## config.mk

```make
export PLATFORM = sky130hd
export DESIGN_NAME = cap_status_reg
export DESIGN_NICKNAME = d
export VERILOG_FILES = /design/src/rtl/cap_status_pkg.sv /design/src/rtl/cap_flag_cell.sv /design/src/rtl/cap_flag_a_src.sv /design/src/rtl/cap_status_readback.sv /design/src/rtl/cap_status_reg.sv
export SDC_FILE = /design/constraint.sdc
export NUM_CORES = 1
export LEC_CHECK = 0
export BUFFER_PORTS_ARGS = -buffer_cell sky130_fd_sc_hd__clkbuf_2
export CORE_AREA = 2 2 39 41
export CTS_CLUSTER_DIAMETER = 40
export DETAILED_ROUTE_END_ITERATION = 10
export DIE_AREA = 0 0 41 43
export PLACE_DENSITY = 0.7
export SETUP_SLACK_MARGIN = 0.15
export SLEW_MARGIN = 20
export SYNTH_ARGS = -nofsm -noshare
export SYNTH_HDL_FRONTEND = slang
export SYNTH_SLANG_ARGS = --single-unit
```

## constraint.sdc

```tcl
create_clock -name clk -period 2.05 [get_ports clk]
set_clock_uncertainty 0.05 [all_clocks]
set_input_delay 0.205 -clock clk [delete_from_list [all_inputs] [get_ports clk]]
set_output_delay 0.205 -clock clk [all_outputs]
set_load 0.02 [all_outputs]
```

## src/rtl/cap_status_pkg.sv

```systemverilog
package cap_status_pkg;
  localparam int REG_W   = 8;
  localparam int N_CAP   = 4;
  localparam int N_FLAG  = N_CAP + 1;
  localparam int IDX_A   = 0;
  localparam int IDX_OVF = N_CAP;
  localparam int IDX_UDF = N_CAP + 1;

  // next flag value: a set event outranks a clear
  function automatic logic flag_next(logic cur, logic set_i, logic clr_i);
    return set_i | (cur & ~clr_i);
  endfunction

  // a bit clears when it is armed and written with 0
  function automatic logic clear_hit(logic wr_i, logic armed_i, logic wbit_i);
    return wr_i & armed_i & ~wbit_i;
  endfunction

  // value of the bits above the live flags
  function automatic logic [REG_W-N_FLAG-1:0] upper_bits(bit chan0);
    logic [REG_W-N_FLAG-1:0] v;
    v = '1;
    if (!chan0) v[0] = 1'b0;
    return v;
  endfunction
endpackage

```

## src/rtl/cap_flag_cell.sv

```systemverilog
module cap_flag_cell
  import cap_status_pkg::*;
(
  input  logic clk,
  input  logic rst_n,
  input  logic set_evt,
  input  logic rd_hit,
  input  logic wr_hit,
  input  logic wbit,
  output logic flag_o,
  output logic armed_o,
  output logic clr_hit_o
);
  logic flag_q;
  logic armed_q;

  assign clr_hit_o = clear_hit(wr_hit, armed_q, wbit);

  always_ff @(posedge clk) begin
    if (!rst_n) begin
      flag_q  <= 1'b0;
      armed_q <= 1'b0;
    end else begin
      flag_q <= flag_next(flag_q, set_evt, clr_hit_o);
      if (wr_hit)      armed_q <= 1'b0;
      else if (rd_hit) armed_q <= flag_q;
    end
  end

  assign flag_o  = flag_q;
  assign armed_o = armed_q;

  // a set event always leaves the flag at 1
  p_set_wins_r7: assert property (@(posedge clk) disable iff (!rst_n)
    set_evt |=> flag_q);

  // a flag only falls after an armed clearing write
  p_fall_needs_arm_r4: assert property (@(posedge clk) disable iff (!rst_n)
    (flag_q && !clr_hit_o) |=> flag_q);

  // writing 1 never clears
  p_write_one_keeps_r6: assert property (@(posedge clk) disable iff (!rst_n)
    (flag_q && wr_hit && wbit) |=> flag_q);
endmodule

```

## src/rtl/cap_flag_a_src.sv

```systemverilog
module cap_flag_a_src #(
  parameter bit CHAN0 = 1'b1
) (
  input  logic clk,
  input  logic rst_n,
  input  logic pin_evt,
  input  logic lsclk_evt,
  input  logic a_src_pin,
  output logic set_a
);
  generate
    if (CHAN0) begin : g_sel
      assign set_a = a_src_pin ? pin_evt : lsclk_evt;
    end else begin : g_pin
      assign set_a = pin_evt;
    end
  endgenerate

  // the unselected source never sets flag A
  if (CHAN0) begin : g_chk
    p_src_ignored_r10: assert property (@(posedge clk) disable iff (!rst_n)
      (a_src_pin && !pin_evt) || (!a_src_pin && !lsclk_evt) |-> !set_a);
  end
endmodule

```

## src/rtl/cap_status_readback.sv

```systemverilog
module cap_status_readback
  import cap_status_pkg::*;
#(
  parameter bit CHAN0 = 1'b1
) (
  input  logic [N_FLAG-1:0] flags,
  output logic [REG_W-1:0]  rdata
);
  assign rdata = {upper_bits(CHAN0), flags};
endmodule

```

## src/rtl/cap_status_reg.sv

```systemverilog
module cap_status_reg
  import cap_status_pkg::*;
#(
  parameter bit CHAN0 = 1'b1
) (
  input  logic             clk,
  input  logic             rst_n,
  input  logic             sel,
  input  logic             rd_en,
  input  logic             wr_en,
  input  logic [REG_W-1:0] wdata,
  output logic [REG_W-1:0] rdata,
  input  logic [N_CAP-1:0] cap_evt,
  input  logic             lsclk_evt,
  input  logic             a_src_pin,
  input  logic             ovf_evt
);
  logic              rd_hit;
  logic              wr_hit;
  logic              set_a;
  logic [N_FLAG-1:0] set_vec;
  logic [N_FLAG-1:0] flag_vec;
  logic [N_FLAG-1:0] armed_vec;
  logic [N_FLAG-1:0] clr_vec;

  assign rd_hit = sel & rd_en;
  assign wr_hit = sel & wr_en;

  cap_flag_a_src #(.CHAN0(CHAN0)) u_asrc (
    .clk(clk), .rst_n(rst_n), .pin_evt(cap_evt[IDX_A]),
    .lsclk_evt(lsclk_evt), .a_src_pin(a_src_pin), .set_a(set_a)
  );

  assign set_vec = {ovf_evt, cap_evt[N_CAP-1:1], set_a};

  for (genvar i = 0; i < N_FLAG; i++) begin : g_bit
    cap_flag_cell u_cell (
      .clk(clk), .rst_n(rst_n), .set_evt(set_vec[i]),
      .rd_hit(rd_hit), .wr_hit(wr_hit), .wbit(wdata[i]),
      .flag_o(flag_vec[i]), .armed_o(armed_vec[i]), .clr_hit_o(clr_vec[i])
    );
  end

  cap_status_readback #(.CHAN0(CHAN0)) u_rb (
    .flags(flag_vec), .rdata(rdata)
  );

  // any selected write leaves no bit armed
  p_write_disarms_r8: assert property (@(posedge clk) disable iff (!rst_n)
    wr_hit |=> (armed_vec == '0));

  // unselected strobes change neither arms nor clears
  p_unselected_idle_r11: assert property (@(posedge clk) disable iff (!rst_n)
    !sel |=> $stable(armed_vec));

  // an unarmed bit is never cleared
  p_unarmed_no_clear_r5: assert property (@(posedge clk) disable iff (!rst_n)
    (clr_vec & ~armed_vec) == '0);
endmodule

```

==> results.yml <==
clock_tree:
  cts.sinks: 10
  root_buffer: "clkbuf_4"
  clkTransAtPathRegs_ns: 0.07
  post_cts_resized: 0
  post_cts_buffers: 0
  holdBufCountCts: 0
  cts_tree: "yes"
  clkLatencyLatePin_ns: 0.26
  h-tree-depth: 1
  cts_buffers: 3
  clockBufferDepth: 2
die:
  pin_count: 28
  start_util: 0.366
  die_y_um: 43
  fp.dieArea_mm2: 0.00176
  coreArea_mm2: 0.00138
  rows: 14
  fp.dieW_um: 41
yosys:
  synth_top_cell_by_area: "dfxtp_1"
  synth_cell_type_count: 15
  ys_seq_elements: 10
  syn_inst: 57
  synth_top_area_frac: 0.395
  yosysWarnings: 0
  ys_seq_area_frac: 0.395
  syn_area_per_cell_um2: 8.89
  netlist_area_um2: 507
  synth.area.top_cells: "dfxtp_1 40%, buf_4 12%, and4b_1 9.9%"
placed_design:
  port_buffers: 21
  post-dp-hpwl_um: 710
  preCtsSetupSlack_ns: 1.12
  dp.cells: 87
  placed_cell_area_um2: 568
  place.gp.congestion: 0.729
sta:
  worst_slack_ns: 0.990
  whs_ns: 0.117
  rsz0062_at_grt: "false"
  fmax_ghz: 0.943
  hold_viol_final: 0
  setup_tns_ns: 0
  slew_viol_final: 0
  period_needed_ns: 1.06
  final_min_period_over_clock_period: 0.517
  setup_viol: 0
power_and_ir_drop:
  max-vdd-ir-drop_mv: 0.269
  leakage_nw: 0.314
  power.switching_mw: 0.115
  seqPwrFrac: 0.462
  cellInternalPower_mw: 0.340
  power_frac_clock: 0.386
  power_mw: 0.455
  pwr_density_cell_mw_per_mm2: 753
  combPwrFrac: 0.152
  p_sw_frac: 0.253
global_route:
  grt_pass1_wl_um: 1370
  grt_pass1_vias: 335
  grt_max_degree: 16
  track_usage: 0.120
  overflow: 0
  antenna_found_initial: 0
flow_run:
  drv_cap: 0
outcome:
  status: "finished clean"
worst_hold_path:
  hold_depth: 3
  hold_start: "cap_evt[1]"
  hp-class: "in -> reg"
worst_setup_path:
  critPathKind: "reg -> out"
  required_ns: 1.79
  crit_chain: "clkbuf_2"
  cpPeakStageDelay_ns: 0.36
  cp-startpoint: "g_bit[3].u_cell.flag_o$_SDFF_PN0_"
  path_delay_family: "flip-flops"
  path_buf_inv: 1
  cp_data_arrival_time_ns: 0.81
  cp_slowest_cell: "dfxtp_1"
  r2r_cells: 2
  critPathCaptureType: "primary output"
  critPathLaunchType: "flop"
  crit_path_max_fanout: 3
  r2r_start: "g_bit[3].u_cell.armed_o$_SDFFE_PP0P_"
  worst-path-stages: 1
routing:
  firstDrtPassIters: 4
  finalWirelength_um: 956
  wl_per_cell_um: 10.5
  drc: 0
  antenna_left: 0
  num_vias: 415
  initialDrtViolationCount: 7
  viasPerCell: 4.56
cells_and_area:
  area_growth_syn_to_layout_pct: 19.3
  final_nets: 96
  final_util: 0.437
  final_area_um2: 604
  fill_cells: 137
  drive_gt1_frac: 0.373
  n_antenna_cell: 0
  instances_no_fill: 91
## cells in the final DEF, fill, tap and decap left out
master,n
o21a_1,1
o21ai_2,1
mux2i_1,1
nand2_1,10
clkbuf_2,21
nand3b_4,1
conb_1,3
a21oi_1,4
o21ai_1,3
o22ai_1,5
and4b_1,5
clkbuf_8,1
inv_1,5
o22ai_2,1
dfxtp_1,10
clkbuf_4,3
## metal layers
metal	vias up	share of wire	global-route usage
li1	223	-	-
met1	180	0.47	0.146
met2	10	0.47	0.156
met3	2	0.044	0.0471
met4	0	0.015	0.100
met5	-	0	0
## Yosys cell counts
| library cell | instances |
|---|---|
| dfxtp_1 | 10 |
| nand2_1 | 10 |
| buf_4 | 8 |
| and4b_1 | 5 |
| inv_1 | 5 |
| o22ai_1 | 5 |
| a21oi_1 | 4 |
| o21ai_1 | 3 |
| buf_6 | 1 |
| conb_1 | 1 |
| mux2i_1 | 1 |
| nand3b_4 | 1 |
| o21a_1 | 1 |
| o21ai_2 | 1 |
| o22ai_2 | 1 |
## kinds of logic after synthesis
| logic type | Yosys count | synth area share |
|---|---|---|
| compound gates | 15 | 0.188 |
| buf+inv | 14 | 0.178 |
| flops | 10 | 0.395 |
| mux | 1 | 0.0198 |
| other cells | 1 | 0.00740 |
| simple gates | 16 | 0.212 |
## worst min-delay path: cells and delay by family
kind	cells	cell delay, ns
AO/OA/AOI/OAI	1	0.05
buffers and inverters	2	0.13
## worst paths after layout
kind / end / slack [ns]
worst max-delay path: rdata[3] / 0.99
worst min-delay path: g_bit[1].u_cell.flag_o$_SDFF_PN0_ / 0.12
worst max register to register: g_bit[3].u_cell.flag_o$_SDFF_PN0_ / 1.30
worst min register to register: g_bit[2].u_cell.armed_o$_SDFFE_PP0P_ / 0.42
## area by class of cell
type                            count  area (um2)  share of cell area
Multi-Input combinational cell     35         224               0.371
Tap cell                           16        20.0              0.0331
Inverter                            5        18.8              0.0311
Clock buffer                        4        36.3              0.0600
Timing Repair Buffer               21         105               0.174
Sequential cell                    10         200               0.331
## sequential cells by signal, indices dropped and copies added (netlist names)
| name | flops |
|---|---|
| g_bit.u_cell.armed_o | 5 |
| g_bit.u_cell.flag_o | 5 |
## power by group through the flow
stage,Sequential (mW),Clock [mW],Combinational [mW]
4_1_cts,0.210,0.184,0.0693
3_3_place_gp,0.215,0,0.0675
2_1_floorplan,0.214,0,0.0545
6_report,0.210,0.176,0.0690
5_1_grt,0.212,0.190,0.0752
3_5_place_dp,0.215,0,0.0692
Power figures use the tool's default switching activity.
